--- src/rtl/lfgd_pkg.sv ---
package lfgd_pkg;

  typedef enum logic [1:0] {
    SYM_NOISE = 2'd0,
    SYM_ZERO  = 2'd1,
    SYM_ONE   = 2'd2
  } sym_e;

  // Sort one measured interval (in carrier periods) into a symbol class.
  function automatic sym_e classify(input int unsigned ival,
                                    input int unsigned zero_min,
                                    input int unsigned one_min,
                                    input int unsigned upper_lim);
    if (ival < zero_min || ival > upper_lim) return SYM_NOISE;
    else if (ival < one_min)                 return SYM_ZERO;
    else                                     return SYM_ONE;
  endfunction

endpackage

--- src/rtl/lfgd_edge_sync.sv ---
module lfgd_edge_sync #(
  parameter int STAGES = 2
) (
  input  logic clk,
  input  logic rst_n,
  input  logic din,
  output logic rise
);

  logic [STAGES-1:0] sync_q;
  logic [STAGES-1:0] sync_d;
  logic              last_q;

  assign sync_d[0] = din;
  for (genvar g = 1; g < STAGES; g++) begin : g_chain
    assign sync_d[g] = sync_q[g-1];
  end

  always_ff @(posedge clk or negedge rst_n) begin
    if (!rst_n) begin
      sync_q <= '0;
      last_q <= 1'b0;
    end else begin
      sync_q <= sync_d;
      last_q <= sync_q[STAGES-1];
    end
  end

  assign rise = sync_q[STAGES-1] & ~last_q;

  // a detected edge never lasts two cycles
  a_r2_rise_single: assert property (@(posedge clk) disable iff (!rst_n)
    rise |=> !rise);

endmodule

--- src/rtl/lfgd_interval_timer.sv ---
module lfgd_interval_timer #(
  parameter int DIV_W     = 8,
  parameter int CNT_W     = 8,
  parameter int EOF_LIMIT = 40
) (
  input  logic             clk,
  input  logic             rst_n,
  input  logic [DIV_W-1:0] div,
  input  logic             rise,
  output logic [CNT_W-1:0] count,
  output logic             eof
);

  localparam logic [CNT_W-1:0] LIMIT = CNT_W'(EOF_LIMIT);

  logic [DIV_W-1:0] pre_q, pre_d;
  logic [CNT_W-1:0] cnt_q, cnt_d;
  logic             tick;

  assign tick = (pre_q >= div);

  always_comb begin
    pre_d = pre_q;
    cnt_d = cnt_q;
    if (rise) begin
      pre_d = '0;
      cnt_d = '0;
    end else if (tick) begin
      pre_d = '0;
      cnt_d = cnt_q + 1'b1;
    end else begin
      pre_d = pre_q + 1'b1;
    end
  end

  always_ff @(posedge clk or negedge rst_n) begin
    if (!rst_n) begin
      pre_q <= '0;
      cnt_q <= '0;
    end else begin
      pre_q <= pre_d;
      cnt_q <= cnt_d;
    end
  end

  assign count = cnt_q;
  assign eof   = tick & ~rise & (cnt_q == LIMIT);

  // without an edge the count holds or advances by exactly one
  a_r1_step: assert property (@(posedge clk) disable iff (!rst_n)
    !rise |=> (count == $past(count) || count == $past(count) + 1'b1));

  // every edge restarts the count
  a_r1_restart: assert property (@(posedge clk) disable iff (!rst_n)
    rise |=> count == '0);

  // end of frame leaves the count just past the limit
  a_r6_eof_past_limit: assert property (@(posedge clk) disable iff (!rst_n)
    eof |=> count == LIMIT + 1'b1);

endmodule

--- src/rtl/lfgd_frame_builder.sv ---
module lfgd_frame_builder
  import lfgd_pkg::*;
#(
  parameter int FRAME_BITS = 80,
  parameter int LEN_W      = 7,
  parameter int CNT_W      = 8,
  parameter int ZERO_MIN   = 15,
  parameter int ONE_MIN    = 24,
  parameter int EOF_LIMIT  = 40
) (
  input  logic                  clk,
  input  logic                  rst_n,
  input  logic                  rise,
  input  logic [CNT_W-1:0]      interval,
  input  logic                  eof,
  output logic                  frame_valid,
  output logic [FRAME_BITS-1:0] frame_bits,
  output logic [LEN_W-1:0]      frame_len
);

  localparam logic [LEN_W-1:0] FULL = LEN_W'(FRAME_BITS);

  logic [FRAME_BITS-1:0] buf_q, buf_d, obits_q, obits_d;
  logic [LEN_W-1:0]      cnt_q, cnt_d, olen_q, olen_d;
  logic                  ovf_q, ovf_d, valid_q, valid_d;
  sym_e                  sym;

  assign sym = classify(32'(interval), ZERO_MIN, ONE_MIN, EOF_LIMIT);

  always_comb begin
    buf_d   = buf_q;
    cnt_d   = cnt_q;
    ovf_d   = ovf_q;
    valid_d = 1'b0;
    obits_d = obits_q;
    olen_d  = olen_q;
    if (eof) begin
      ovf_d = 1'b1;
      if (cnt_q != '0) begin
        valid_d = 1'b1;
        obits_d = buf_q;
        olen_d  = cnt_q;
      end
      buf_d = '0;
      cnt_d = '0;
    end else if (rise) begin
      ovf_d = 1'b0;
      if (!ovf_q && sym != SYM_NOISE && cnt_q < FULL) begin
        buf_d[FRAME_BITS-1-int'(cnt_q)] = (sym == SYM_ONE);
        cnt_d = cnt_q + 1'b1;
      end
    end
  end

  always_ff @(posedge clk or negedge rst_n) begin
    if (!rst_n) begin
      buf_q   <= '0;
      cnt_q   <= '0;
      ovf_q   <= 1'b0;
      valid_q <= 1'b0;
      obits_q <= '0;
      olen_q  <= '0;
    end else begin
      buf_q   <= buf_d;
      cnt_q   <= cnt_d;
      ovf_q   <= ovf_d;
      valid_q <= valid_d;
      obits_q <= obits_d;
      olen_q  <= olen_d;
    end
  end

  assign frame_valid = valid_q;
  assign frame_bits  = obits_q;
  assign frame_len   = olen_q;

  // a delivered frame is never empty
  a_r7_nonempty: assert property (@(posedge clk) disable iff (!rst_n)
    frame_valid |-> frame_len != '0);

  // delivery is a single-cycle pulse
  a_r6_single_pulse: assert property (@(posedge clk) disable iff (!rst_n)
    frame_valid |=> !frame_valid);

  // end of frame arms the discard of the next interval
  a_r8_ovf_armed: assert property (@(posedge clk) disable iff (!rst_n)
    eof |=> ovf_q);

  // an interval while armed adds no bit
  a_r8_no_bit: assert property (@(posedge clk) disable iff (!rst_n)
    (rise && ovf_q) |=> cnt_q == $past(cnt_q));

  // the bit count never exceeds the buffer
  a_r10_len_cap: assert property (@(posedge clk) disable iff (!rst_n)
    cnt_q <= FULL);

endmodule

--- src/rtl/lf_gap_decoder.sv ---
module lf_gap_decoder #(
  parameter int DIV_W       = 8,
  parameter int CNT_W       = 8,
  parameter int SYNC_STAGES = 2,
  parameter int FRAME_BITS  = 80,
  parameter int ZERO_MIN    = 15,
  parameter int ONE_MIN     = 24,
  parameter int EOF_LIMIT   = 40,
  localparam int LEN_W      = $clog2(FRAME_BITS + 1)
) (
  input  logic                  clk,
  input  logic                  rst_n,
  input  logic [DIV_W-1:0]      carrier_div,
  input  logic                  field_in,
  output logic                  frame_valid,
  output logic [FRAME_BITS-1:0] frame_bits,
  output logic [LEN_W-1:0]      frame_len,
  output logic [CNT_W-1:0]      since_edge
);

  logic             rise;
  logic             eof;
  logic [CNT_W-1:0] count;

  lfgd_edge_sync #(.STAGES(SYNC_STAGES)) u_sync (
    .clk  (clk),
    .rst_n(rst_n),
    .din  (field_in),
    .rise (rise)
  );

  lfgd_interval_timer #(
    .DIV_W    (DIV_W),
    .CNT_W    (CNT_W),
    .EOF_LIMIT(EOF_LIMIT)
  ) u_timer (
    .clk  (clk),
    .rst_n(rst_n),
    .div  (carrier_div),
    .rise (rise),
    .count(count),
    .eof  (eof)
  );

  lfgd_frame_builder #(
    .FRAME_BITS(FRAME_BITS),
    .LEN_W     (LEN_W),
    .CNT_W     (CNT_W),
    .ZERO_MIN  (ZERO_MIN),
    .ONE_MIN   (ONE_MIN),
    .EOF_LIMIT (EOF_LIMIT)
  ) u_build (
    .clk        (clk),
    .rst_n      (rst_n),
    .rise       (rise),
    .interval   (count),
    .eof        (eof),
    .frame_valid(frame_valid),
    .frame_bits (frame_bits),
    .frame_len  (frame_len)
  );

  assign since_edge = count;

endmodule

--- config.mk ---
export PLATFORM = sky130hd
export DESIGN_NAME = lf_gap_decoder
export DESIGN_NICKNAME = d
export VERILOG_FILES = /design/src/rtl/lfgd_pkg.sv /design/src/rtl/lfgd_edge_sync.sv /design/src/rtl/lfgd_interval_timer.sv /design/src/rtl/lfgd_frame_builder.sv /design/src/rtl/lf_gap_decoder.sv
export SDC_FILE = /design/constraint.sdc
export NUM_CORES = 1
export LEC_CHECK = 0
export BUFFER_PORTS_ARGS = -buffer_cell sky130_fd_sc_hd__buf_2
export CAP_MARGIN = 0
export CORE_ASPECT_RATIO = 0.75
export CORE_MARGIN = 8
export CORE_UTILIZATION = 40
export CTS_BUF_LIST = sky130_fd_sc_hd__clkbuf_8
export DETAILED_ROUTE_END_ITERATION = 8
export GPL_ROUTABILITY_DRIVEN = 1
export PLACE_DENSITY = 0.66
export SYNTH_ARGS = -nofsm -noshare
export SYNTH_HDL_FRONTEND = slang
export SYNTH_HIERARCHICAL = 1
export SYNTH_SLANG_ARGS = --single-unit
--- constraint.sdc ---
create_clock -name clk -period 3 [get_ports clk]
set_clock_uncertainty 0.1 [all_clocks]
set_input_delay 0.45 -clock clk [delete_from_list [all_inputs] [get_ports clk]]
set_output_delay 0.45 -clock clk [all_outputs]
set_load 0.05 [all_outputs]
==> run_results.csv, run 1 <==
group,metric,value,unit
outcome,status,"finished clean",
place,dp_hpwl,14100,um
logic_synthesis,synth_compound_gate_area_share,16.01,%
routing,drt_iter0_drc,606,
global_route,grt-ovfl-total,0,
worst_setup_path,slowest_stage,"dfrtp_1",
power,powerDensity,456.8,nW/um^2
worst_setup_path,timing.rr.start,"u_timer/pre_q[0]",
logic_synthesis,syn_area,8701,um^2
logic_synthesis,ys.warnings.count,6,
clocking,root_buffer,"clkbuf_8",
layout,diodes,0,
clocking,cts_buffers,17,
global_route,grt_max_degree,97,
clocking,clockBufferDepth,2,
logic_synthesis,yosys.area_share.simple,9.548,%
min_path,holdPathStages,0,
worst_setup_path,worstPathRequired,3250,ps
timing,slew_viol_final,0,
logic_synthesis,syn_area_per_cell,12.54,um^2
worst_setup_path,crit_arrival,2870,ps
worst_setup_path,crit_path_end,"u_build/frame_bits[42]",
floorplan,rows,46,
power,ir_drop,0.2644,mV
timing,post-route-period-util,87.18,%
layout,fillers,1967,
logic_synthesis,ys_seq_area_share,56.08,%
timing,period_minus_slack,2615,ps
worst_setup_path,critPathCaptureType,"flip-flop",
clocking,cts_resized,0,
clocking,clock-sinks,195,
clocking,cts_max_level,4,
floorplan,die_area,26780,um^2
global_route,grt_pass1_wl,34370,um
timing,fin_setup_tns,0,ps
floorplan,fp.dieW,186.3,um
global_route,grt_pass1_vias,5978,
timing,hold_violations,0,
worst_setup_path,regToRegSetupSlack,380,ps
power,p_leak,4.770,nW
routing,dr.pass1.iters,6,
global_route,antenna_found_initial,0,
logic_synthesis,ys_seq_elements,195,
floorplan,coreArea,21240,um^2
place,place_inst,1062,
worst_setup_path,cp_cell_sequence,"inv_1, ha_1, nand2b_4, a2111oi_4, o41ai_2, and3_2, o31ai_4, buf_12, mux2_2",
logic_synthesis,synthXorXnorAreaFrac,0.7046,%
routing,wirelength,21340,um
timing,final-setup-viol-count,0,
place,gp_congestion,0.7961,
logic_synthesis,synth_cell_types,53,
layout,instances_no_fill,1096,
worst_setup_path,crit_fanout,51,
logic_synthesis,synth-adder-area-share,2.445,%
timing,fmax,382.4,MHz
worst_setup_path,crit_type,"reg -> reg",
routing,vias,6027,
logic_synthesis,synth_mux_area_share,11.10,%
min_path,min_from,"u_sync/sync_q[0]",
layout,layout-drive-gt1-share,35.40,%
place,io_buffer_count,106,
floorplan,die_h,143.7,um
logic_synthesis,synth_cells,694,
routing,vias_per_cell,5.499,
layout,layout-area-overhead-vs-synth,14.94,%
routing,antenna_left,0,
job,drv_cap,0,
logic_synthesis,synth_top_family_by_area,"compound AO/OA/AOI/OAI gates",
worst_setup_path,cp-startpoint,"u_timer/pre_q[0]",
global_route,grtUsageTotal,16.05,%
clocking,cts.reportedPaths.clkPinSlew,90,ps
min_path,hold_path.class,"reg -> reg",
timing,rsz0062_at_grt,"false",
logic_synthesis,synth_nets,722,
layout,fin_util,47.09,%
timing,slew_headroom,50.25,%
floorplan,start_util,40.97,%
worst_setup_path,r2r-end,"u_build/frame_bits[42]",
floorplan,ioPinCount,107,
clocking,clkLatencyLatePin,470,ps
routing,drc,0,
worst_setup_path,reg2reg_depth,9,
worst_setup_path,start_kind,"flip-flop",
timing,tightest_slew,746.2,ps
worst_setup_path,slowest_delay,420,ps
clocking,cts_tree,"done",
routing,wl_per_cell,19.47,um
layout,fin_nets,823,
==> synthesized netlist by cell type, drive strengths merged <==
cell type / instances / area share [%]
or3: 3 / 0.27
nor4b: 1 / 0.17
nor2: 35 / 1.5
a2111oi: 2 / 0.63
a31oi: 80 / 5.8
clkbuf: 21 / 0.91
a41o: 1 / 0.12
dfrtp: 195 / 56
nand4b: 1 / 0.10
ha: 17 / 2.4
nor4: 9 / 1.9
mux2: 84 / 11
nand4: 4 / 0.46
nand2: 17 / 0.73
a22o: 1 / 0.10
xnor2: 3 / 0.30
buf: 35 / 2.4
and3: 7 / 0.52
or2: 2 / 0.14
a211oi: 80 / 6.9
nand3b: 1 / 0.086
a21o: 1 / 0.086
and2: 1 / 0.072
a311oi: 2 / 0.20
nor3: 9 / 1.2
and4: 3 / 0.30
inv: 19 / 0.82
xor2: 4 / 0.40
o41ai: 1 / 0.19
a31o: 6 / 0.60
nor2b: 4 / 0.37
nand2b: 12 / 0.95
a21oi: 7 / 0.45
o21ai: 8 / 0.46
mux2i: 2 / 0.23
o31ai: 3 / 0.26
nand3: 10 / 0.72
o21a: 3 / 0.26
==> routing by layer <==
layer	global-route usage (%)	wire length [um]	vias up
met1	22.81	10140	3036
met2	23.79	9649	172
met5	0	0	-
met3	4.625	1423	11
met4	3.739	125	0
li1	-	-	2808
==> timing repair <==
item	CTS	global route
buffers inserted	0	0
hold buffers	2	0
setup endpoints to repair	0	0
hold endpoints to repair	74	0
==> sequential cells by signal (all words and copies together), names as in the netlist <==
signal / cells
u_sync/sync_q: 2
u_build/frame_bits: 80
u_build/cnt_q: 7
u_timer/count: 8
u_build/frame_len: 7
u_timer/pre_q: 8
u_sync/last_q: 1
u_build/ovf_q: 1
u_build/buf_q: 80
u_build/frame_valid: 1
==> where the power goes <==
part	total [mW]	switching (mW)	internal [mW]	leakage, nW
logic	0.259	0.159	0.100	2.31
registers	2.70	0.0421	2.66	2.27
clock network	1.61	0.972	0.634	0.191
==> metrics by stage <==
| stage | area [um^2] | worst slack (ps) | total power, mW | hold WS (ps) |
|---|---|---|---|---|
| finish | 10000 | 384.7 | 4.568 | 257.8 |
| global route | 10000 | 150.0 | 4.754 | 265.8 |
| CTS | 10000 | 357.1 | 4.612 | 260.2 |
| detailed placement | 9617 | 267.9 | 3.019 | 237.9 |
| global placement | 9617 | 303.7 | 3.014 | 233.5 |
| floorplan | 8702 | 32.73 | 2.914 | 54.41 |
==> layout make-up <==
class,count,area (um^2),share of cell area (%)
tap,288,360.3,3.603
inverter,19,71.32,0.7131
clock buffer,19,261.5,2.615
sequential,195,4880,48.79
multi-input combinational,424,3478,34.78
clock inverter,13,102.6,1.026
timing repair buffer,138,847.1,8.470
==> kinds of logic (layout without fill, tap and decap cells) <==
logic type      Yosys count  in the layout
compound gates          195            195
flops                   195            195
simple gates            119            119
mux                      86             86
buf+inv                  75            189
fa+ha+maj                17             17
xor+xnor                  7              7
==> critical path, delay by kind of cell (launching register included) <==
family	cells	cell delay (ps)
DFF	1	420
muxes	1	370
AOI/OAI and AO/OA	3	560
adders and majority gates	1	260
and+or+nand+nor	2	400
buffers and inverters	2	360
==> placed cells by master (no fill, tap or decap), types with 4 or more instances in the layout <==
cell type,instances
dfrtp_1,195
nor4_4,7
a21oi_1,6
mux2_2,84
a31o_2,6
buf_4,25
inv_1,20
nand3_1,9
a211oi_1,80
inv_6,4
ha_1,17
a31oi_1,80
clkbuf_8,20
xor2_1,4
o21ai_0,7
nand2b_1,11
nor2_1,35
buf_2,105
and3_1,6
nand2_1,17
clkinv_4,4
nor3_4,4
buf_12,5
==> worst min path at each step <==
stage / to / slack (ps)
after detailed placement: u_sync/sync_q[1] / 240
final: u_sync/sync_q[1] / 260
after global placement: u_sync/sync_q[1] / 230
after global routing: u_sync/sync_q[1] / 270
after CTS: u_sync/sync_q[1] / 260
after floorplan: u_build/buf_q[0] / 50
No activity file was read; power rests on OpenSTA's default activity.
==> run 2: changes to the inputs <==
--- a/config.mk
+++ b/config.mk
@@ -9,3 +9,3 @@
 export CAP_MARGIN = 0
-export CORE_ASPECT_RATIO = 0.75
+export CORE_ASPECT_RATIO = 0.8
 export CORE_MARGIN = 8
--- a/constraint.sdc
+++ b/constraint.sdc
@@ -4,2 +4,2 @@
 set_output_delay 0.45 -clock clk [all_outputs]
-set_load 0.05 [all_outputs]
+set_load 0.02 [all_outputs]
==> run_results.csv, run 2 (synthesis results as in run 1) <==
group,metric,value,unit
worst_setup_path,critPathTopFamily,"compound AO/OA/AOI/OAI gates",
global_route,grt-ovfl-total,0,
worst_setup_path,reg2reg_depth,10,
timing,hold_violations,0,
clocking,cts.reportedPaths.clkPinSlew,100,ps
routing,drc,0,
timing,final-setup-viol-count,0,
min_path,min_from,"u_sync/sync_q[0]",
layout,fillers,1939,
timing,fin_setup_tns,0,ps
worst_setup_path,worst-path-buf-inv,2,
worst_setup_path,cp_cell_sequence,"inv_1, ha_1, nand2b_4, a2111oi_4, o41ai_2, and3_2, buf_12, nand2b_1, a21oi_1, a31o_2",
min_path,min_to,"u_sync/sync_q[1]",
min_path,holdPathStages,0,
job,drv_cap,0,
timing,period_minus_slack,2650,ps
routing,wirelength,21310,um
worst_setup_path,slowest_stage,"dfrtp_1",
clocking,hold_buffers,2,
place,gp_congestion,0.7530,
layout,fin_nets,826,
worst_setup_path,r2r-end,"u_build/cnt_q[3]",
routing,dr.pass1.iters,5,
floorplan,ioPinCount,107,
clocking,clkLatencyLatePin,460,ps
power,powerDensity,460.0,nW/um^2
worst_setup_path,critPathCaptureType,"flip-flop",
power,ir_drop,0.1937,mV
worst_setup_path,worstPathRequired,3260,ps
clocking,cts_buffers,17,
clocking,cts_tree,"done",
floorplan,rows,48,
timing,tightest_slew,747.8,ps
clocking,post_cts_buffers,0,
worst_setup_path,crit_arrival,2910,ps
routing,drt_iter0_drc,497,
floorplan,fp.dieW,180.9,um
timing,rsz0062_at_grt,"false",
timing,slew_viol_final,0,
routing,antenna_left,0,
worst_setup_path,worstSetupPathDepth,10,
outcome,status,"finished clean",
global_route,grt_pass1_wl,34220,um
floorplan,coreArea,21440,um^2
timing,slew_headroom,50.14,%
routing,wl_per_cell,19.62,um
clocking,clockBufferDepth,2,
global_route,grt_max_degree,97,
global_route,antenna_found_initial,0,
floorplan,die_h,147.9,um
worst_setup_path,crit_fanout,96,
routing,vias_per_cell,5.487,
place,io_buffer_count,106,
global_route,grtUsageTotal,16.06,%
worst_setup_path,timing.rr.start,"u_timer/pre_q[0]",
layout,final_common_cell,"dfrtp_1",
worst_setup_path,slowest_delay,430,ps
layout,fin_util,46.75,%
power,p_leak,4.794,nW
floorplan,die_area,26760,um^2
place,dp_hpwl,13970,um
clocking,cts_max_level,4,
clocking,root_buffer,"clkbuf_8",
worst_setup_path,regToRegSetupSlack,350,ps
global_route,grt_pass1_vias,5809,
layout,layout_common_cells,"dfrtp_1 (195), buf_2 (105), mux2_2 (84), a31oi_1 (80), a211oi_1 (80)",
clocking,clock-sinks,195,
timing,post-route-period-util,88.33,%
floorplan,start_util,40.58,%
routing,vias,5959,
layout,layout-drive-gt1-share,35.64,%
worst_setup_path,start_kind,"flip-flop",
clocking,cts_resized,0,
layout,diodes,0,
layout,layout-area-overhead-vs-synth,15.20,%
worst_setup_path,crit_type,"reg -> reg",
timing,fmax,377.4,MHz
min_path,hold_path.class,"reg -> reg",
-- run 2: cell count changes in the layout (fill, tap and decap cells not counted), sizes merged --
cell,previous run,this run
clkbuf,20,18
bufinv,0,1
buf,135,138
inv,25,26
-- run 2: per-stage QoR --
| stage | std cells | setup WS, ps | power, mW | hold WS (ps) | area (um^2) |
|---|---|---|---|---|---|
| after CTS | 1086 | 297.2 | 4.667 | 264.7 | 10020 |
| after global placement | 1052 | 282.7 | 2.998 | 232.6 | 9623 |
| final | 1086 | 350.0 | 4.611 | 267.4 | 10020 |
| after floorplan | 694 | 32.72 | 2.898 | 54.41 | 8702 |
| after global routing | 1086 | 218.2 | 4.820 | 287.5 | 10020 |
| after detailed placement | 1052 | 244.0 | 3.004 | 241.2 | 9623 |
-- run 2: metal layers --
metal / track usage [%] / vias up / wire length [um]
li1: - / 2818 / -
met3: 4.587 / 12 / 1443
met2: 23.77 / 155 / 9632
met4: 3.465 / 0 / 161
met1: 23.00 / 2974 / 10070
met5: 0 / - / 0
-- run 2: how the worst max path moves through the flow --
| stage | start | end | slack, ps |
|---|---|---|---|
| 6_report | u_timer/pre_q[0] | u_build/cnt_q[3] | 350 |
| 2_1_floorplan | carrier_div[0] | u_build/frame_bits[10] | 30 |
| 5_1_grt | u_timer/pre_q[0] | u_build/cnt_q[3] | 220 |
| 3_5_place_dp | carrier_div[0] | u_build/cnt_q[3] | 240 |
| 4_1_cts | u_timer/pre_q[0] | u_build/cnt_q[3] | 300 |
| 3_3_place_gp | carrier_div[0] | u_build/cnt_q[3] | 280 |
-- run 2: final cells by class --
cell class / instances / area (um^2) / share of cell area [%]
repair buffers: 141 / 869.6 / 8.676
clock inverters: 15 / 146.4 / 1.460
multi-input cells: 424 / 3478 / 34.70
flip-flops and latches: 195 / 4880 / 48.68
inverters: 19 / 71.32 / 0.7115
well taps: 275 / 344.1 / 3.433
clock buffers: 17 / 234.0 / 2.334
-- run 2: power by group --
group	internal, mW	leakage [nW]	switching, mW	total [mW]
Combinational	0.100	2.33	0.145	0.246
Clock	0.681	0.198	0.982	1.66
Sequential	2.66	2.27	0.0415	2.70
Total	3.44	4.79	1.17	4.61
